===== config.mk =====
export PLATFORM = sky130hd
export DESIGN_NAME = hdx_port_mux
export DESIGN_NICKNAME = d
export VERILOG_FILES = /design/src/rtl/hdx_pkg.sv /design/src/rtl/hdx_dir_ctrl.sv /design/src/rtl/hdx_lane_mux.sv /design/src/rtl/hdx_clk_route.sv /design/src/rtl/hdx_port_mux.sv
export SDC_FILE = /design/constraint.sdc
export NUM_CORES = 1
export LEC_CHECK = 0
export BUFFER_PORTS_ARGS = -buffer_cell sky130_fd_sc_hd__buf_2
export CAP_MARGIN = 40
export CORE_ASPECT_RATIO = 1.2
export CORE_MARGIN = 2
export CORE_UTILIZATION = 25
export CTS_CLUSTER_SIZE = 16
export DETAILED_ROUTE_END_ITERATION = 8
export GPL_TIMING_DRIVEN = 0
export PLACE_DENSITY = 0.67
export SYNTH_ARGS = -nofsm -noshare
export SYNTH_HDL_FRONTEND = slang
export SYNTH_SLANG_ARGS = --single-unit

===== constraint.sdc =====
create_clock -name clk -period 1.25 [get_ports clk]
set_input_delay 0.0625 -clock clk [delete_from_list [all_inputs] [get_ports clk]]
set_output_delay 0.0625 -clock clk [all_outputs]
set_load 0.1 [all_outputs]

===== src/rtl/hdx_pkg.sv =====
package hdx_pkg;
   typedef enum logic {
      DIR_RX = 1'b0,
      DIR_TX = 1'b1
   } hdx_dir_e;

   typedef enum logic {
      SRC_PIN = 1'b0,
      SRC_REG = 1'b1
   } hdx_src_e;
endpackage


===== src/rtl/hdx_dir_ctrl.sv =====
module hdx_dir_ctrl
   import hdx_pkg::*;
#(
   parameter int SYNC_STAGES = 2
) (
   input  logic clk,
   input  logic rst_n,
   input  logic dir_pin,
   input  logic src_sel,
   input  logic dir_reg,
   output logic dir_tx,
   output logic dir_turn
);
   localparam int LAST = SYNC_STAGES - 1;

   if (SYNC_STAGES < 2) begin : g_bad_sync
      $error("hdx_dir_ctrl: SYNC_STAGES must be at least 2");
   end

   logic [LAST:0] sync_q;
   hdx_dir_e      dir_q, dir_prev_q;
   hdx_dir_e      dir_next;

   for (genvar s = 0; s < SYNC_STAGES; s++) begin : g_sync
      if (s == 0) begin : g_first
         always_ff @(posedge clk or negedge rst_n)
            if (!rst_n) sync_q[0] <= 1'b0;
            else        sync_q[0] <= dir_pin;
      end else begin : g_next
         always_ff @(posedge clk or negedge rst_n)
            if (!rst_n) sync_q[s] <= 1'b0;
            else        sync_q[s] <= sync_q[s-1];
      end
   end

   always_comb begin
      if (hdx_src_e'(src_sel) == SRC_REG) dir_next = hdx_dir_e'(dir_reg);
      else                                dir_next = hdx_dir_e'(sync_q[LAST]);
   end

   always_ff @(posedge clk or negedge rst_n) begin
      if (!rst_n) begin
         dir_q      <= DIR_RX;
         dir_prev_q <= DIR_RX;
      end else begin
         dir_q      <= dir_next;
         dir_prev_q <= dir_q;
      end
   end

   assign dir_tx   = (dir_q == DIR_TX);
   assign dir_turn = (dir_q != dir_prev_q);

   AST_REG_SRC_FOLLOW: assert property (@(posedge clk) disable iff (!rst_n)
      (src_sel && !dir_turn) |=> (dir_tx == $past(dir_reg))) else $error("AST_REG_SRC_FOLLOW");

   AST_PIN_SRC_IGNORES_REG: assert property (@(posedge clk) disable iff (!rst_n)
      (!src_sel && !sync_q[LAST]) |=> !dir_tx) else $error("AST_PIN_SRC_IGNORES_REG");
endmodule


===== src/rtl/hdx_lane_mux.sv =====
module hdx_lane_mux #(
   parameter int DATA_W = 12
) (
   input  logic              clk,
   input  logic              rst_n,
   input  logic              dir_tx,
   input  logic              dir_turn,
   input  logic [DATA_W-1:0] rx_data,
   input  logic              rx_qual,
   input  logic [DATA_W-1:0] trx_d_in,
   input  logic              trx_q_in,
   output logic [DATA_W-1:0] trx_d_out,
   output logic              trx_q_out,
   output logic              trx_d_oe,
   output logic              trx_q_oe,
   output logic [DATA_W-1:0] tx_data,
   output logic              tx_qual
);
   if (DATA_W < 1) begin : g_bad_w
      $error("hdx_lane_mux: DATA_W must be positive");
   end

   logic [DATA_W-1:0] d_out_q;
   logic              q_out_q;
   logic              drive_en;

   always_ff @(posedge clk or negedge rst_n) begin
      if (!rst_n) begin
         d_out_q <= '0;
         q_out_q <= 1'b0;
      end else begin
         d_out_q <= rx_data;
         q_out_q <= rx_qual;
      end
   end

   assign drive_en  = !dir_tx && !dir_turn;
   assign trx_d_oe  = drive_en;
   assign trx_q_oe  = drive_en;
   assign trx_d_out = d_out_q;
   assign trx_q_out = q_out_q;

   for (genvar b = 0; b < DATA_W; b++) begin : g_lane
      assign tx_data[b] = trx_d_in[b] & dir_tx;
   end
   assign tx_qual = trx_q_in & dir_tx;

   AST_OE_RX_ONLY: assert property (@(posedge clk) disable iff (!rst_n)
      (trx_d_oe || trx_q_oe) |-> !dir_tx) else $error("AST_OE_RX_ONLY");

   AST_OE_DROP_AT_TURN: assert property (@(posedge clk) disable iff (!rst_n)
      (dir_tx != $past(dir_tx)) |-> (!trx_d_oe && !trx_q_oe)) else $error("AST_OE_DROP_AT_TURN");

   AST_TX_QUIET_IN_RX: assert property (@(posedge clk) disable iff (!rst_n)
      !dir_tx |-> (tx_data == '0 && !tx_qual)) else $error("AST_TX_QUIET_IN_RX");

   AST_RX_ONE_CYCLE: assert property (@(posedge clk) disable iff (!rst_n)
      1'b1 |=> (trx_d_out == $past(rx_data))) else $error("AST_RX_ONE_CYCLE");
endmodule


===== src/rtl/hdx_clk_route.sv =====
module hdx_clk_route #(
   parameter bit ALLOW_TWO_CLK = 1'b1
) (
   input  logic clk,
   input  logic rst_n,
   input  logic dir_tx,
   input  logic two_clk,
   input  logic keep_on,
   input  logic rx_clk_src,
   input  logic tx_clk_src,
   output logic trx_clk_out,
   output logic txclk_pin_out
);
   logic rx_run, tx_run;
   logic rx_gated, tx_gated;
   logic two_mode;

   assign rx_run   = !dir_tx || keep_on;
   assign tx_run   =  dir_tx || keep_on;
   assign rx_gated = rx_clk_src & rx_run;
   assign tx_gated = tx_clk_src & tx_run;

   if (ALLOW_TWO_CLK) begin : g_two_ok
      assign two_mode = two_clk;
   end else begin : g_one_only
      logic unused_two;
      assign unused_two = two_clk;
      assign two_mode   = 1'b0;
   end

   always_comb begin
      if (two_mode) begin
         trx_clk_out   = rx_gated;
         txclk_pin_out = tx_gated;
      end else begin
         trx_clk_out   = dir_tx ? tx_gated : rx_gated;
         txclk_pin_out = 1'b0;
      end
   end

   AST_ONECLK_TXPIN_LOW: assert property (@(posedge clk) disable iff (!rst_n)
      !two_clk |-> !txclk_pin_out) else $error("AST_ONECLK_TXPIN_LOW");

   AST_TWOCLK_NO_TX_ON_SHARED: assert property (@(posedge clk) disable iff (!rst_n)
      (two_mode && !rx_clk_src) |-> !trx_clk_out) else $error("AST_TWOCLK_NO_TX_ON_SHARED");

   AST_GATE_IDLE_DIR: assert property (@(posedge clk) disable iff (!rst_n)
      (!keep_on && two_mode) |-> !(dir_tx ? trx_clk_out : txclk_pin_out)) else $error("AST_GATE_IDLE_DIR");

   AST_KEEP_RUNS: assert property (@(posedge clk) disable iff (!rst_n)
      (keep_on && two_mode) |-> (trx_clk_out == rx_clk_src && txclk_pin_out == tx_clk_src)) else $error("AST_KEEP_RUNS");
endmodule


===== src/rtl/hdx_port_mux.sv =====
module hdx_port_mux
   import hdx_pkg::*;
#(
   parameter int DATA_W        = 12,
   parameter int SYNC_STAGES   = 2,
   parameter bit ALLOW_TWO_CLK = 1'b1
) (
   input  logic              clk,
   input  logic              rst_n,
   input  logic              dir_pin,
   input  logic              cfg_dir_src,
   input  logic              cfg_dir_tx,
   input  logic              cfg_two_clk,
   input  logic              cfg_clk_keep,
   input  logic [DATA_W-1:0] rx_data,
   input  logic              rx_qual,
   input  logic              rx_clk_src,
   input  logic              tx_clk_src,
   input  logic [DATA_W-1:0] trx_d_in,
   input  logic              trx_q_in,
   output logic [DATA_W-1:0] trx_d_out,
   output logic              trx_q_out,
   output logic              trx_d_oe,
   output logic              trx_q_oe,
   output logic              trx_clk_out,
   output logic              txclk_pin_out,
   output logic [DATA_W-1:0] tx_data,
   output logic              tx_qual,
   output logic              dir_is_tx
);
   logic dir_tx_w, dir_turn_w;

   hdx_dir_ctrl #(.SYNC_STAGES(SYNC_STAGES)) u_dir (
      .clk      (clk),
      .rst_n    (rst_n),
      .dir_pin  (dir_pin),
      .src_sel  (cfg_dir_src),
      .dir_reg  (cfg_dir_tx),
      .dir_tx   (dir_tx_w),
      .dir_turn (dir_turn_w)
   );

   hdx_lane_mux #(.DATA_W(DATA_W)) u_lane (
      .clk       (clk),
      .rst_n     (rst_n),
      .dir_tx    (dir_tx_w),
      .dir_turn  (dir_turn_w),
      .rx_data   (rx_data),
      .rx_qual   (rx_qual),
      .trx_d_in  (trx_d_in),
      .trx_q_in  (trx_q_in),
      .trx_d_out (trx_d_out),
      .trx_q_out (trx_q_out),
      .trx_d_oe  (trx_d_oe),
      .trx_q_oe  (trx_q_oe),
      .tx_data   (tx_data),
      .tx_qual   (tx_qual)
   );

   hdx_clk_route #(.ALLOW_TWO_CLK(ALLOW_TWO_CLK)) u_clk (
      .clk           (clk),
      .rst_n         (rst_n),
      .dir_tx        (dir_tx_w),
      .two_clk       (cfg_two_clk),
      .keep_on       (cfg_clk_keep),
      .rx_clk_src    (rx_clk_src),
      .tx_clk_src    (tx_clk_src),
      .trx_clk_out   (trx_clk_out),
      .txclk_pin_out (txclk_pin_out)
   );

   assign dir_is_tx = dir_tx_w;

   AST_RESET_RX: assert property (@(posedge clk) $rose(rst_n) |-> (!dir_is_tx && trx_d_oe)) else $error("AST_RESET_RX");
endmodule


==> metrics.md, run 1 <==
| Metric | Value |
|---|---|
| Status | finished with violations |
| Slowest CP cell | dfrtp_4 |
| Fmax | 723 MHz |
| Layout cell share with drive strength beyond 1 | 72.0% |
| DRT antenna net count | 0 |
| RSZ-0062 raised after global routing | true |
| Worst-path clk slew | 0.09 ns |
| Worst hold path cell count | 2 |
| TritonCTS clock tree | built |
| Slew headroom | 67.2% |
| Final Util | 63.8% |
| Power Density | 1190 nW/um^2 |
| Pin count of the biggest net entering global routing | 18 |
| Syn_area_per_cell | 15.0 sq um |
| Num CTS Buffers | 3 |
| Drt drc | 0 |
| Critical path launch point type | register |
| Die X | 48.2 microns |
| Worst skew pair latency | 0.28 ns |
| Initial drt markers | 2 |
| Final Skew | 0.000209 ns |
| Cell repeated most along the worst path | buf_12 |
| R2R depth | 1 |
| Pre-CTS WS | -0.0879 ns |
| Vert. Die Dim | 57.0 microns |
| Fin worst setup slack | -0.134 ns |
| Measured slew at the worst slew-check pin | 0.496 ns |
| Detailed Route WL | 1890 microns |
| Mapped cell area | 586 sq um |
| Final Critical Period | 1.38 ns |
| Synth top area cells | dfrtp_1 73%, and2_2 12%, and2_1 4.3% |
| CP max stage delay | 0.51 ns |
| Reg2reg start | u_dir.dir_tx |
| Met1 usage | 14.4% |
| Port Buf Inserts | 65 |
| Via count | 638 |
| Cell area after layout | 1440 sq um |
| Crit-path leading delay family | flip-flops |
| Placed insts | 135 |
| Flops & latches, synth | 17 |
| Commonest non-fill, non-tap cell in the layout | buf_2 |
| Share of the clock period used by the worst path | 111% |
| Crit. End Element | primary output |
| Flop2flop setup slack | 0.48 ns |
| Worst VDD drop | 0.780 mV |
| Core Area | 2260 sq um |
| Wirelength per Cell | 12.1 microns |
| Min-delay worst type | input pin to register |
| Number of global-route vias before repair | 688 |
| Area delta synth->final | 146% |
| Tot GR Track Use | 14.4% |
| GRT met3 Usage | 2.53% |
| Netlist cell types | 12 |
| CP Cell Sequence | buf_6 > nor2_4 > buf_12 > buf_12 |
| Register area share after synthesis | 72.6% |
| Hold Crit Endpoint | u_dir.dir_tx |
| Failing checks | negative setup slack |
| Antenna diodes | 0 |
| Crit path max fanout | 10 |
| First-pass GRT wire length | 2820 microns |
| Initial antenna violation count | 0 |
| Final cell count without fillers | 156 |
| GR met2 Demand/Resource | 27.4% |
| Area share of the largest cell type after synthesis | 72.6% |
| HP Start | cfg_dir_tx |
| Critical path buffer and inverter count | 3 |
| Syn Nets | 74 |
| # H-tree levels | 1 |
| Worst R2R End | u_dir.dir_prev_q |
| Initial core utilization | 25.9% |
| Setup CP Type | register to primary output |
| Critical Path AT | 1.32 ns |
| Hold violation count in the final report | 0 |
| Synth area leader | dfrtp_1 |
| Setup-failing EPs final | 17 |
| Bufs on Longest Clock Path | 2 |
| Placed Instance Area | 993 sq um |
| Max Cap Violations | 0 |
| Setup TNS | -1.61 ns |
| Post-DR vias/cell | 4.09 |
| Clock Sinks | 17 |
| DR pass1 iterations | 2 |
| Top-level I/O count | 66 |
| Grt total ovfl | 0 |
| Syn Inst Count | 39 |
| Gr busiest metal | met2 |
| Most frequent cells in the layout | 47 x buf_2, 17 x buf_12, 16 x dfrtp_1, 15 x dlygate4sd3_1, 11 x and2_2 |
| GPL Wtd Cong | 0.681 |
| Critical path required time | 1.19 ns |
| # nets final | 161 |
| Root Buffer | clkbuf_4 |
| Rows | 19 |
| Leak | 0.715 nW |
| Die area | 2750 sq um |
| Synth Warn # | 0 |
| Max Slew Vio Count | 0 |
through the flow:
stage                     hold slack, ns  power (mW)
after floorplan                   -0.233        1.13
after global placement           -0.0141        1.25
after detailed placement        -0.00608        1.26
after CTS                        0.00301        1.69
after global routing              0.0202        1.78
final                             0.0121        1.71
synthesized netlist by cell type (all sizes together):
| library cell | n |
|---|---|
| dfrtp | 17 |
| and2 | 13 |
| nand3b | 1 |
| buf | 2 |
| mux2 | 1 |
| nor2 | 1 |
| inv | 1 |
| o211a | 1 |
| o21ai | 1 |
| a21boi | 1 |
registers in the layout (all words and copies together), names as in the netlist:
name	flops
u_dir.dir_tx	1
u_dir.sync_q	2
u_lane.trx_d_out	12
u_lane.trx_q_out	1
u_dir.dir_prev_q	1
kinds of logic after synthesis:
group / share of synthesized area, %
AOI/OAI and AO/OA: 3.85
buffers and inverters: 3.85
DFF: 72.6
muxes: 1.92
and+or+nand+nor: 17.7
how the worst max path moves through the flow:
stage / from / to / cells past startpoint / slack (ns)
detailed placement: u_dir.dir_tx / trx_q_oe / 4 / -0.09
floorplan: u_dir.dir_tx / trx_q_oe / 3 / -0.39
CTS: u_dir.dir_tx / trx_q_oe / 4 / -0.15
finish: u_dir.dir_tx / trx_q_oe / 4 / -0.13
global placement: u_dir.dir_tx / trx_q_oe / 4 / -0.08
global route: u_dir.dir_tx / trx_q_oe / 4 / -0.20
routing by layer:
metal  vias to the layer above  wire length, microns
met2                        54                  1050
li1                        293                     -
met1                       291                   635
met4                         0                     0
met5                         -                     0
met3                         0                   209
repair_timing:
item / CTS / global route
endpoints found under the hold margin: 31 / 0
endpoints found under the setup margin: 18 / 18
hold buffers: 15 / 0
setup buffers: 2 / 0
pin swaps: 2 / 2
resized for setup: 61 / 11
power by group:
| part | total (mW) | switching [mW] | internal [mW] |
|---|---|---|---|
| registers | 0.592 | 0.0117 | 0.580 |
| logic | 0.841 | 0.564 | 0.277 |
| clock network | 0.276 | 0.153 | 0.124 |
final cells by class:
class / instances / area, sq um
Tap cell: 31 / 38.8
Multi-Input combinational cell: 19 / 168
Clock buffer: 4 / 26.3
Buffer: 2 / 31.3
Sequential cell: 17 / 429
Fill cell: 155 / 818
Inverter: 1 / 3.75
Timing Repair Buffer: 82 / 743
Power figures use the tool's default switching activity.
==> inputs of run 2 (changes only) <==
==> constraint.sdc (replaced) <==
create_clock -name clk -period 1.25 [get_ports clk]
set_input_delay 0.1875 -clock clk [delete_from_list [all_inputs] [get_ports clk]]
set_output_delay 0.1875 -clock clk [all_outputs]
set_load 0.1 [all_outputs]
==> metrics.md, run 2 (synthesis results as in run 1) <==
| Metric | Value |
|---|---|
| Root Buffer | clkbuf_4 |
| Slew headroom | 67.9% (+0.73 points) |
| HP Start | cfg_dir_tx |
| Most frequent cells in the layout | 36 x buf_2, 17 x buf_12, 16 x dfrtp_1, 15 x dlygate4sd3_1 |
| Crit. End Element | primary output |
| Top-level I/O count | 66 (unchanged) |
| Pre-CTS WS | -0.212 ns (-0.124 ns) |
| Hold violation count in the final report | 0 (unchanged) |
| Leak | 0.714 nW (-0.12%) |
| CP startpoint | u_dir.dir_tx |
| Critical Path AT | 1.33 ns (about the same) |
| Status | finished with violations |
| R2R depth | 1 (unchanged) |
| Antenna diodes | 0 (unchanged) |
| # nets final | 160 (-0.62%) |
| Post-DR vias/cell | 3.99 (-2.5%) |
| Met1 usage | 13.6% (-0.74 points) |
| Worst hold path cell count | 2 (unchanged) |
| Final Skew | 0.000463 ns (+0.000254 ns) |
| Initial drt markers | 1 (-1) |
| Area delta synth->final | 148% |
| Initial antenna violation count | 0 (unchanged) |
| Setup-failing EPs final | 18 (+1) |
| GR met2 Demand/Resource | 22.4% (-5.1 points) |
| CP max stage delay | 0.51 ns (about the same) |
| Fillers | 160 (+3.2%) |
| Vert. Die Dim | 57.0 microns (unchanged) |
| Setup CP Type | register to primary output |
| Fmax | 658 MHz (-8.9%) |
| Slowest CP cell | dfrtp_4 |
| Grt total ovfl | 0 (unchanged) |
| DRT antenna net count | 0 (unchanged) |
| Share of the clock period used by the worst path | 122% (+11 points) |
| Placed Instance Area | 993 sq um (unchanged) |
| DR pass1 iterations | 2 (unchanged) |
| Die area | 2750 sq um (unchanged) |
| Wirelength per Cell | 10.7 microns (-12%) |
| Worst skew pair latency | 0.28 ns (about the same) |
| Reg2reg start | u_dir.dir_tx |
| Layout cell share with drive strength beyond 1 | 71.8% (-0.23 points) |
| Min-delay worst type | input pin to register |
| Measured slew at the worst slew-check pin | 0.485 ns (-0.0110 ns) |
| Bufs on Longest Clock Path | 2 (unchanged) |
| Failing checks | negative setup slack |
| Fin worst setup slack | -0.269 ns (-0.135 ns) |
| Dpl hpwl | 1110 microns |
| Initial core utilization | 25.9% (unchanged) |
| Via count | 618 (-3.1%) |
| Final Critical Period | 1.52 ns (+0.135 ns) |
| Rows | 19 (unchanged) |
| # H-tree levels | 1 (unchanged) |
| Fin Hold WS | 0.133 ns (+0.121 ns) |
| Max Slew Vio Count | 0 (unchanged) |
| GPL Wtd Cong | 0.679 (-0.35%) |
| Max Cap Violations | 0 (unchanged) |
| Detailed Route WL | 1660 microns (-12%) |
| Power Density | 1170 nW/um^2 (-1.3%) |
| Max reg flops | 12 (unchanged) |
| Worst-path clk slew | 0.09 ns (about the same) |
| CP Cell Sequence | buf_2 > nand3b_1 > o21ai_4 > buf_12 |
| First-pass GRT wire length | 2450 microns (-13%) |
| Worst VDD drop | 0.807 mV (+3.5%) |
| Clock Sinks | 17 (unchanged) |
| RSZ-0062 raised after global routing | true |
| Tot GR Track Use | 12.5% (-1.9 points) |
| Die X | 48.2 microns (unchanged) |
| TritonCTS clock tree | built |
| Port Buf Inserts | 65 (unchanged) |
| Setup TNS | -3.82 ns (-2.21 ns) |
| Num CTS Buffers | 3 (unchanged) |
| Crit path max fanout | 6 (-4) |
| Commonest non-fill, non-tap cell in the layout | buf_2 |
| Critical path launch point type | register |
| GRT met3 Usage | 1.58% (-0.95 points) |
| Final Util | 64.4% (+0.61 points) |
| Pin count of the biggest net entering global routing | 18 (unchanged) |
| Gr busiest metal | met2 |
| Number of global-route vias before repair | 640 (-7.0%) |
| Cell area after layout | 1450 sq um (+0.96%) |
| Critical path required time | 1.06 ns (-0.13 ns) |
| Core Area | 2260 sq um (unchanged) |
| Drt drc | 0 (unchanged) |
run 2: changes by cell type in the layout (fill, tap and decap cells not counted), sizes merged:
cell	before	now
clkbuf	4	14
buf	69	58
run 2: metal layers:
layer	vias to the layer above	share of wire, %
li1	289	-
met1	273	34
met2	54	54
met3	2	11
met4	0	0.84
met5	-	0
run 2: layout make-up:
| cell class | count | area, sq um | share of cell area, % |
|---|---|---|---|
| Buffer | 2 | 31.3 | 2.15 |
| Clock buffer | 4 | 26.3 | 1.81 |
| Inverter | 1 | 3.75 | 0.258 |
| Multi-Input combinational cell | 19 | 165 | 11.4 |
| Sequential cell | 17 | 429 | 29.5 |
| Tap cell | 31 | 38.8 | 2.67 |
| Timing Repair Buffer | 81 | 759 | 52.2 |
run 2: worst max-delay path, delay by kind of cell, from the launching register on:
family                 cells  cell delay (ns)
AOI/OAI and AO/OA          1             0.08
buffers and inverters      2             0.33
DFF                        1             0.51
and+or+nand+nor            1             0.13
run 2: metrics by stage:
step | power, mW | std cells
floorplan | 1.13 | 39
detailed placement | 1.25 | 135
global placement | 1.25 | 135
global route | 1.78 | 155
CTS | 1.71 | 155
finish | 1.70 | 155
run 2: worst paths after layout:
kind | end | slack [ns]
max | trx_clk_out | -0.27
max reg2reg | u_dir.dir_prev_q | 0.47
min | u_dir.dir_tx | 0.13
min in group asynchronous | u_lane.trx_d_out[11] | 0.34
min reg2reg | u_dir.sync_q[1] | 0.36
max in group asynchronous | u_dir.dir_tx | 0.62
run 2: power breakdown:
group	internal (mW)	total (mW)	switching, mW
Combinational	0.278	0.836	0.557
Clock	0.124	0.275	0.151
Sequential	0.580	0.593	0.0123
run 2: timing repair:
item,CTS,global route
gates resized for setup,66,14
endpoints found under the setup margin,20,28
hold buffers,15,0
cloned,0,0
pin swaps,3,2
endpoints found under the hold margin,31,0
setup buffers,1,0
==> inputs of run 3 (changes only) <==
--- a/config.mk
+++ b/config.mk
@@ -9,11 +9,11 @@
 export CAP_MARGIN = 40
 export CORE_ASPECT_RATIO = 1.2
 export CORE_MARGIN = 2
-export CORE_UTILIZATION = 25
+export CORE_UTILIZATION = 30
 export CTS_CLUSTER_SIZE = 16
 export DETAILED_ROUTE_END_ITERATION = 8
 export GPL_TIMING_DRIVEN = 0
-export PLACE_DENSITY = 0.67
+export PLACE_DENSITY = 0.78
 export SYNTH_ARGS = -nofsm -noshare
 export SYNTH_HDL_FRONTEND = slang
 export SYNTH_SLANG_ARGS = --single-unit
==> metrics.md, run 3 (synthesis results as in run 1) <==
| Metric | Value |
|---|---|
| Status | finished with violations |
| Failing checks | negative setup slack |
| Detailed Route WL | 1780 microns (+7.5%) |
| Number of global-route vias before repair | 636 (-0.63%) |
| Most frequent cells in the layout | 37 x buf_2, 16 x dfrtp_1, 14 x buf_12, 14 x dlygate4sd3_1, 12 x clkbuf_4 |
| Fin Hold WS | 0.0129 ns (-0.120 ns) |
| RSZ-0062 raised after global routing | true |
| Drt drc | 0 (unchanged) |
| Setup CP Type | register to primary output |
| Leak | 0.728 nW (+2.0%) |
| R2R depth | 2 (+1) |
| Root Buffer | clkbuf_4 |
| Critical path required time | 1.06 ns (about the same) |
| DR pass1 iterations | 2 (unchanged) |
| M1 wire length | 561 microns (-0.36%) |
| Setup-failing EPs final | 18 (unchanged) |
| Die area | 2320 sq um (-15%) |
| Initial drt markers | 7 (+6) |
| Layout cell share with drive strength beyond 1 | 73.0% (+1.2 points) |
| Worst VDD drop | 0.947 mV (+17%) |
| Flop2flop setup slack | 0.38 ns (-0.09 ns) |
| Initial antenna violation count | 0 (unchanged) |
| Initial core utilization | 31.6% (+5.7 points) |
| Critical Path AT | 1.34 ns (about the same) |
| Fillers | 95 (-41%) |
| Port Buf Inserts | 65 (unchanged) |
| Via count | 636 (+2.9%) |
| Hold Crit Endpoint | u_lane.trx_q_out |
| Commonest non-fill, non-tap cell in the layout | buf_2 |
| GPL Wtd Cong | 0.648 (-4.6%) |
| Die X | 44.3 microns (-8.0%) |
| Share of the clock period used by the worst path | 122% (+0.70 points) |
| Core Area | 1850 sq um (-18%) |
| Slew headroom | 67.5% (-0.37 points) |
| Worst skew pair latency | 0.28 ns (about the same) |
| Power Density | 1180 nW/um^2 (+1.1%) |
| Worst R2R End | u_dir.dir_prev_q |
| Placed insts | 123 (-8.9%) |
| Fin worst setup slack | -0.278 ns (-0.00880 ns) |
| TritonCTS clock tree | built |
| Vert. Die Dim | 52.4 microns (-8.1%) |
| Min-delay worst type | input pin to register |
| Final cell count without fillers | 145 (-6.5%) |
| Reg2reg start | u_dir.dir_tx |
| Worst-path clk slew | 0.09 ns (about the same) |
| Multi-input gate area | 169 sq um (+2.3%) |
| Pin count of the biggest net entering global routing | 18 (unchanged) |
| Crit path max fanout | 10 (+4) |
| Area delta synth->final | 148% (about the same) |
| Fmax | 654 MHz (-0.58%) |
| Worst hold path cell count | 1 (-1) |
| Max Cap Violations | 0 (unchanged) |
| Final Critical Period | 1.53 ns (+0.00880 ns) |
| Num CTS Buffers | 3 (unchanged) |
| First-pass GRT wire length | 2550 microns (+4.2%) |
| Crit. End Element | primary output |
| Antenna diodes | 0 (unchanged) |
| WL met2 | 972 microns (+8.6%) |
| Dpl hpwl | 1140 microns (+2.2%) |
| Top-level I/O count | 66 (unchanged) |
| HP Start | rx_qual |
| Post-DR vias/cell | 4.39 (+10%) |
| Max Slew Vio Count | 0 (unchanged) |
| Clock Sinks | 17 (unchanged) |
| Measured slew at the worst slew-check pin | 0.490 ns (+0.00556 ns) |
| Hold violation count in the final report | 0 (unchanged) |
| Rows | 17 (-2) |
| Tot GR Track Use | 15.7% (+3.2 points) |
| DRT antenna net count | 0 (unchanged) |
| Max reg flops | 12 (unchanged) |
| # nets final | 162 (+1.3%) |
| Area occupied by registers | 429 sq um (unchanged) |
| Final Skew | 0.00205 ns (+0.00159 ns) |
| Critical path launch point type | register |
| # H-tree levels | 1 (unchanged) |
| Top routing layer used | met4 |
| Wirelength per Cell | 12.3 microns (+15%) |
| Grt total ovfl | 0 (unchanged) |
| DR WL met3 | 234 microns (+26%) |
| Bufs on Longest Clock Path | 2 (unchanged) |
==> run 3: cell count changes in the layout (fill, tap and decap cells not counted), sizes merged <==
cell,delta
buf,+4
clkbuf,-1
dlygate4sd3,-1
==> run 3: worst max-delay path, stage by stage, from the launching register on <==
cell and delay [ns]:
dfrtp_4 0.51, buf_6 0.15, nor2_4 0.12, buf_12 0.11
buf_12 0.16
==> run 3: per-stage QoR <==
step	total power, mW	worst slack (ns)	setup TNS (ns)	utilization [%]	cell area, sq um
2_1_floorplan	1.13	-0.513	-3.73	-	629
3_3_place_gp	1.25	-0.197	-1.09	52.9	978
3_5_place_dp	1.25	-0.211	-1.23	52.9	978
4_1_cts	1.70	-0.286	-4.26	74.4	1380
5_1_grt	1.79	-0.323	-4.59	78.5	1450
6_report	1.72	-0.278	-3.89	78.5	1450
==> run 3: layout make-up <==
type | count | area share (%)
timing repair buffer | 83 | 53.0
sequential | 17 | 29.5
multi-input combinational | 19 | 11.6
buffer | 2 | 2.15
clock buffer | 4 | 1.81
tap | 19 | 1.64
inverter | 1 | 0.258
==> run 3: timing repair <==
action / in CTS / in global routing
resized for setup: 66 / 17
hold endpoints to repair: 29 / 1
pin swaps: 2 / 2
hold buffers: 13 / 1
endpoints found under the setup margin: 19 / 27
setup buffers: 2 / 2
gates cloned: 0 / 0
==> run 3: power by group <==
| group | internal (mW) | switching [mW] |
|---|---|---|
| Clock | 0.124 | 0.152 |
| Combinational | 0.288 | 0.563 |
| Sequential | 0.580 | 0.0126 |
==> run 3: worst max-delay path by stage <==
stage                       from  endpoint  slack [ns]  cells after the start
detailed placement  u_dir.dir_tx  trx_q_oe       -0.21                      4
finish              u_dir.dir_tx  trx_q_oe       -0.28                      4
CTS                 u_dir.dir_tx  trx_q_oe       -0.29                      4
floorplan           u_dir.dir_tx  trx_q_oe       -0.51                      3
global route        u_dir.dir_tx  trx_q_oe       -0.32                      4
global placement    u_dir.dir_tx  trx_q_oe       -0.20                      4
==> run 3: routing by layer <==
layer	vias up	GRT usage (%)
met5	-	0
met4	0	9.09
met3	2	3.79
met2	52	31.9
met1	287	12.9
li1	295	-
